`src/rtl/booth_pkg.sv`:
```
package booth_pkg;
  // Strobes passed from the sequencer to the datapath
  typedef struct packed {
    logic load;   // capture operands, clear the upper half
    logic step;   // one recode-add-shift step
  } ctrlStrobe_t;

  // Action chosen from the two lowest bits of the combined register
  typedef enum logic [1:0] {
    ACT_HOLD = 2'd0,
    ACT_ADD  = 2'd1,
    ACT_SUB  = 2'd2
  } boothAct_t;
endpackage

```
`src/rtl/booth_recode.sv`:
```
module booth_recode
  import booth_pkg::*;
(
  input  logic [1:0] bitPair,
  output boothAct_t  act
);
  always_comb begin
    case (bitPair)
      2'b01:   act = ACT_ADD;
      2'b10:   act = ACT_SUB;
      default: act = ACT_HOLD;
    endcase
  end
endmodule

```
`src/rtl/booth_ctrl.sv`:
```
module booth_ctrl
  import booth_pkg::*;
#(
  parameter int N = 16
) (
  input  logic        clk,
  input  logic        rst,
  input  logic        start,
  output ctrlStrobe_t strobe,
  output logic        busy,
  output logic        done
);
  localparam int CNTW = (N > 2) ? $clog2(N) : 1;
  localparam logic [CNTW-1:0] LAST = CNTW'(N - 1);

  typedef enum logic {ST_IDLE, ST_RUN} state_t;
  state_t stateReg;
  logic [CNTW-1:0] stepCnt;

  always_comb begin
    strobe.load = (stateReg == ST_IDLE) && start;
    strobe.step = (stateReg == ST_RUN);
  end

  assign busy = (stateReg == ST_RUN);

  always_ff @(posedge clk) begin
    if (rst) begin
      stateReg <= ST_IDLE;
      stepCnt  <= '0;
      done     <= 1'b0;
    end else begin
      done <= 1'b0;
      case (stateReg)
        ST_IDLE: begin
          if (start) begin
            stateReg <= ST_RUN;
            stepCnt  <= '0;
          end
        end
        ST_RUN: begin
          if (stepCnt == LAST) begin
            stateReg <= ST_IDLE;
            done     <= 1'b1;
          end else begin
            stepCnt <= stepCnt + 1'b1;
          end
        end
        default: stateReg <= ST_IDLE;
      endcase
    end
  end
endmodule

```
`src/rtl/booth_datapath.sv`:
```
module booth_datapath
  import booth_pkg::*;
#(
  parameter int N = 16
) (
  input  logic          clk,
  input  logic          rst,
  input  ctrlStrobe_t   strobe,
  input  logic [N-1:0]  mcandIn,
  input  logic [N-1:0]  mplierIn,
  output logic [2*N-1:0] product
);
  localparam int AW = N + 1;      // upper half with guard bit
  localparam int CW = 2 * N + 2;  // guard + upper + multiplier + appended bit

  logic [AW-1:0] mcandReg;
  logic [CW-1:0] combReg;
  logic [AW-1:0] upperHalf;
  logic [AW-1:0] sumVal;
  logic [CW-1:0] shifted;
  boothAct_t     act;

  assign upperHalf = combReg[CW-1:N+1];

  booth_recode u_recode (
    .bitPair (combReg[1:0]),
    .act     (act)
  );

  always_comb begin
    case (act)
      ACT_ADD: sumVal = upperHalf + mcandReg;
      ACT_SUB: sumVal = upperHalf - mcandReg;
      default: sumVal = upperHalf;
    endcase
    // arithmetic right shift of {sum, lower bits}
    shifted = {sumVal[AW-1], sumVal, combReg[N:1]};
  end

  always_ff @(posedge clk) begin
    if (rst) begin
      mcandReg <= '0;
      combReg  <= '0;
    end else if (strobe.load) begin
      mcandReg <= {mcandIn[N-1], mcandIn};
      combReg  <= {{AW{1'b0}}, mplierIn, 1'b0};
    end else if (strobe.step) begin
      combReg  <= shifted;
    end
  end

  // drop guard bit and appended bit
  assign product = combReg[2*N:1];
endmodule

```
`src/rtl/booth_mult.sv`:
```
module booth_mult
  import booth_pkg::*;
#(
  parameter int N = 16
) (
  input  logic           clk,
  input  logic           rst,
  input  logic           start,
  input  logic [N-1:0]   multiplicand,
  input  logic [N-1:0]   multiplier,
  output logic           busy,
  output logic           done,
  output logic [2*N-1:0] product
);
  ctrlStrobe_t strobe;

  booth_ctrl #(.N(N)) u_ctrl (
    .clk    (clk),
    .rst    (rst),
    .start  (start),
    .strobe (strobe),
    .busy   (busy),
    .done   (done)
  );

  booth_datapath #(.N(N)) u_dp (
    .clk      (clk),
    .rst      (rst),
    .strobe   (strobe),
    .mcandIn  (multiplicand),
    .mplierIn (multiplier),
    .product  (product)
  );
endmodule

```
`config.mk`:
```
export PLATFORM = sky130hd
export DESIGN_NAME = booth_mult
export DESIGN_NICKNAME = d
export VERILOG_FILES = /design/src/rtl/booth_pkg.sv /design/src/rtl/booth_recode.sv /design/src/rtl/booth_ctrl.sv /design/src/rtl/booth_datapath.sv /design/src/rtl/booth_mult.sv
export SDC_FILE = /design/constraint.sdc
export NUM_CORES = 1
export LEC_CHECK = 0
export ABC_CLOCK_PERIOD_IN_PS = 7500
export BUFFER_PORTS_ARGS = -buffer_cell sky130_fd_sc_hd__buf_4
export CAP_MARGIN = 15
export CORE_ASPECT_RATIO = 0.8
export CORE_MARGIN = 5
export CORE_UTILIZATION = 60
export CTS_CLUSTER_SIZE = 20
export DETAILED_ROUTE_END_ITERATION = 8
export MAX_ROUTING_LAYER = met4
export PLACE_DENSITY = 0.95
export SLEW_MARGIN = 20
export SYNTH_ARGS = -nofsm -noshare
export SYNTH_HDL_FRONTEND = slang
export SYNTH_SLANG_ARGS = --single-unit
export TNS_END_PERCENT = 50
```
`constraint.sdc`:
```
create_clock -name clk -period 7.5 [get_ports clk]
set_input_delay 0.75 -clock clk [delete_from_list [all_inputs] [get_ports clk]]
set_output_delay 0.75 -clock clk [all_outputs]
set_load 0.02 [all_outputs]
```
# Word-level counts from Yosys, hierarchy flattened
# Cells that the tools add are included.
[totals]
regBits = 55
inputBits = 35
[op_classes]
add_sub_neg = 3
n_eq_ne = 7
mux = 11
bitwise = 1
n_reduce_logical = 5
[ops]
columns = ["operator", "count"]
rows = [
  ["17-bit two-way mux", 2],
  ["17-bit one-hot mux with 2 select lines", 1],
  ["16-bit by 16-bit adder with 17-bit output", 1],
  ["16-bit by 16-bit subtractor with 17-bit output", 1],
  ["4-bit two-way mux", 2],
  ["4-bit one-hot mux with 2 select lines", 1],
  ["4-bit by 1-bit adder with 4-bit output (second input constant)", 1],
  ["2-bit by 1-bit equality test with 1-bit output (second input constant)", 2],
  ["2-bit equality test (second input constant)", 2],
  ["4-bit equality test (second input constant)", 1],
  ["2-bit inequality test (second input constant)", 2],
  ["2-bit one-hot mux with 2 select lines", 1],
  ["2-bit OR reduction", 2],
  ["1-bit two-way mux", 3],
  ["1-bit one-hot mux with 2 select lines", 1],
  ["2-bit AND reduction", 1],
  ["2-bit nonzero test", 1],
  ["1-bit logical AND", 1],
  ["1-bit NOT", 1],
]

# Longest topological paths before layout
[logic_depth]
ltp_word = 6
depth_mapped = 14
ltp_nobuf = 13

# Modules after synthesis
# From an unflattened synthesis, not the netlist that was laid out.
[hier_totals]
hier_cells = 451
hier_area_um2 = 3662.3
[modules_own_cells]
columns = ["mod", "instances", "cells_per_inst", "area_each_um2"]
rows = [
  ["booth_datapath", 1, 423, 3385.7],
  ["booth_ctrl", 1, 26, 261.5],
  ["booth_recode", 1, 2, 15.0],
]

# Worst setup path after synthesis
# Ideal clock, no wire load.
[synth_path]
path_kind = "register -> register"
start = "reg u_dp.combReg[1]"
end = "reg u_dp.combReg[25]"
setup_ns = 0.062
t_arrival_ns = 3.173
slack_ns = 4.265
stages_incl_launch_ff = 12
period_less_slack_ns = 3.235
path_cell_list = "dfxtp_1 ha_1 clkbuf_1 clkbuf_1 mux2i_1 ha_1 nor2b_1 o31a_1 o31a_1 o311a_1 or4b_1 nand3_1"
[synth_between]
elab_chain_len = 4
[synth_lines]
columns = ["item", "line", "rtl"]
rows = [
  ["from (decl)", "booth_datapath.sv:17", "logic [CW-1:0] combReg;"],
  ["from (signal assigned)", "booth_datapath.sv:46", "combReg <= {{AW{1'b0}}, mplierIn, 1'b0};"],
  ["from (signal assigned)", "booth_datapath.sv:48", "combReg <= shifted;"],
  ["2-bit equality test or 2-bit by 1-bit equality test with 1-bit output (tied branches)", "booth_recode.sv:8", "case (bitPair)"],
  ["2-bit one-hot mux with 2 select lines (*)", "booth_recode.sv:8", ""],
  ["2-bit equality test or 2-bit by 1-bit equality test with 1-bit output (tied branches)", "booth_datapath.sv:31", "case (act)"],
  ["17-bit one-hot mux with 2 select lines (*)", "booth_datapath.sv:31", ""],
]
# Mark *: on every way between the ends. The rest lies on a longest branch, timed or not.
# A chain may end at the register's enable or synchronous reset.

# Worst setup path after layout
[layout_path]
start = "reg u_dp.mcandReg[2]"
end = "reg u_dp.combReg[32] (netlist name)"
[layout_between]
elab_chain_len = 2
[layout_lines]
columns = ["item", "line", "rtl"]
rows = [
  ["from (decl)", "booth_datapath.sv:16", "logic [AW-1:0] mcandReg;"],
  ["from (signal assigned)", "booth_datapath.sv:45", "mcandReg <= {mcandIn[N-1], mcandIn};"],
  ["16-bit by 16-bit subtractor with 17-bit output or 16-bit by 16-bit adder with 17-bit output (tied branches)", "booth_datapath.sv:33, booth_datapath.sv:32", ""],
  ["17-bit one-hot mux with 2 select lines (*)", "booth_datapath.sv:31", ""],
]
# Marks and branches as above.

==> reports/metrics.csv <==
metric;value;unit
status;completed;
dieHeight;79.9;microns
synth_top_area_cell;dfxtp_1;
cts.sinks;55;
maxSlewViolCount;0;
layout_min_cycle_time;3.63;ns
layout_worst_path_cycle_share;48.3;%
port-buffer-count;68;
critPathSlowestCell;nor4b_1;
stdcell_area;4040;sq um
clockBufferDepth;2;
synth.distinct_cells;47;
stdcell_count;577;
drt-met1-wl;4280;microns
hold_buffers;0;
max_cap_viol_count;0;
grt_pass1_vias;3072;
viasPerCell;5.80;
synth_area_leaders;dfxtp_1 30%, a21oi_1 8.2%, buf_4 6.6%, ha_1 6.5%, mux2i_1 6.3%;
synth.top_cell.area_share;30.1;%
overflow;0;
cts_resized;0;
dieArea;7780;sq um
tns;0;ns
synth_nets;533;
end_kind;flip-flop;
cp_data_arrival_time;3.82;ns
synth_cells;478;
setup_violations;0;
wirelength;8800;microns
ys_seq_elements;55;
htreeDepth;2;
topRoutingLayerUsed;met4;
placed_cells;569;
numCtsBuffers;5;
row_count;25;
syn_area;3660;sq um
hold_slack;0.508;ns
clock_latency;0.31;ns
path_cells;nor2_1 -> nor4b_1 -> nor4b_1 -> a21oi_1 -> xnor2_1 -> ha_1 -> a21oi_1 -> o21ai_0 -> a21o_1 -> o211a_1 -> o21ai_0 -> o31ai_1;
vias;3348;
drive_gt1_share;16.9;%
hp-class;flip-flop to flip-flop;
syn_area_per_cell;7.66;sq um
ys_warn_count;0;
relSlewSlack;32.0;%
irDropWorstVdd;0.127;mV
async_flop_share;0;%
antenna_found_initial;0;
syn_to_final_growth;10.3;%
grt_max_degree;71;
cts_tree;yes;
ant_nets;0;
drc_errors;0;
crit_type;flip-flop to flip-flop;
dpl_cell_area;3950;sq um
place_hpwl;6560;microns
diodes;0;
ioPinCount;69;
core;5910;sq um
clock_skew;0.0102;ns
p_total;778;uW
wl_per_cell;15.3;microns
powerDensity;193;nW/um^2
cp-start-kind;flip-flop;
cpPeakStageDelay;0.57;ns
power.leakage;1.78;nW
worst_pin_slew;1.02;ns
wl_met2;4000;microns
hold_viol;0;
clock-root-buffer;clkbuf_8;
dr.first_iter.drc_count;188;
grt_pass1_wl;14500;microns
gp_congestion;0.967;
crit_required;7.70;ns
drt-pass1-iter-count;5;
wl_met3;476;microns
synth_enable_flop_cells;0;
initial_utilization;61.9;%
track_usage;23.0;%
max_freq;276;MHz
cp_max_fo;6;
rsz0062_at_grt;no;
ys_seq_area_share;30.1;%
synth-main-ff-cell;dfxtp_1;
die_x;97.4;microns
clk_pin_slew;0.09;ns
layout_common_cells;70 x buf_4, 60 x nor2_1, 60 x a21oi_1;
nets;550;
cts_setup_buffers;0;
final_common_cell;buf_4;
## through the flow
| stage | utilization (%) | worst slack, ns |
|---|---|---|
| 5_1_grt | 68.3 | 3.56 |
| 3_3_place_gp | 66.7 | 4.15 |
| 6_report | 68.3 | 3.87 |
| 2_1_floorplan | - | 4.27 |
| 4_1_cts | 68.3 | 3.97 |
| 3_5_place_dp | 66.7 | 4.00 |
## report_power, final
part | internal, mW | total (mW) | leakage [nW] | switching, mW
Clock | 0.0759 | 0.173 | 0.0484 | 0.0971
Combinational | 0.118 | 0.279 | 1.28 | 0.161
Sequential | 0.308 | 0.326 | 0.450 | 0.0182
## worst max-delay path: cells and delay by family (launching register included)
kind,cells,cell delay [ns]
xor gates and xnor gates,1,0.17
adders and majority gates,1,0.35
AOI/OAI and AO/OA,7,1.34
and+or+nand+nor,3,1.29
DFF,1,0.37
## cells in the mapped netlist (all sizes together), types with 3 or more instances
library cell,instances
dfxtp,55
nor2b,8
nor3,5
nand4,3
nand3b,3
clkbuf,21
mux2i,23
nor2,60
xnor2,19
buf,39
nand3,12
o21ai,20
o211ai,4
a21o,6
o21a,3
o22ai,3
a21oi,60
a31oi,9
nand2,50
a211oi,6
ha,19
nor4,3
or2,3
inv,10
xor2,4
nand2b,3
## layer usage
layer / track usage, % / up-vias
li1: - / 1679
met1: 31.6 / 1561
met2: 36.6 / 102
met3: 3.84 / 6
met4: 3.46 / 0
met5: - / -
## final timing paths
kind / slack, ns / cells past startpoint / endpoint / startpoint
max: 3.87 / 12 / u_dp.combReg[32]$_SDFFE_PP0P_ / u_dp.mcandReg[2]$_SDFFE_PP0P_
min: 0.51 / 2 / u_dp.combReg[0]$_SDFFE_PP0P_ / u_dp.combReg[0]$_SDFFE_PP0P_
max reg2reg: 3.87 / 12 / u_dp.combReg[32]$_SDFFE_PP0P_ / u_dp.mcandReg[2]$_SDFFE_PP0P_
min reg2reg: 0.51 / 2 / u_dp.combReg[0]$_SDFFE_PP0P_ / u_dp.combReg[0]$_SDFFE_PP0P_
## flip-flops by register name, summed over array words and instances (netlist names)
name            flops
u_ctrl.done         1
u_dp.mcandReg      16
u_ctrl.stepCnt      4
u_ctrl.busy         1
u_dp.combReg       33
## cell type report
type | count | area (sq um)
flip-flops and latches | 55 | 1100
inverters | 10 | 37.5
multi-input cells | 353 | 2180
fillers | 496 | 1870
clock inverters | 1 | 8.76
repair buffers | 70 | 526
well taps | 81 | 101
clock buffers | 7 | 86.3
## kinds of logic after synthesis
group / after synthesis / share of synthesized area (%)
AOI/OAI and AO/OA: 125 / 20.5
xor gates and xnor gates: 23 / 5.50
adders and majority gates: 20 / 7.04
buffers and inverters: 70 / 10.5
DFF: 55 / 30.1
muxes: 23 / 6.29
and+or+nand+nor: 162 / 20.2
Note: power is estimated with default switching activity, not from simulation.
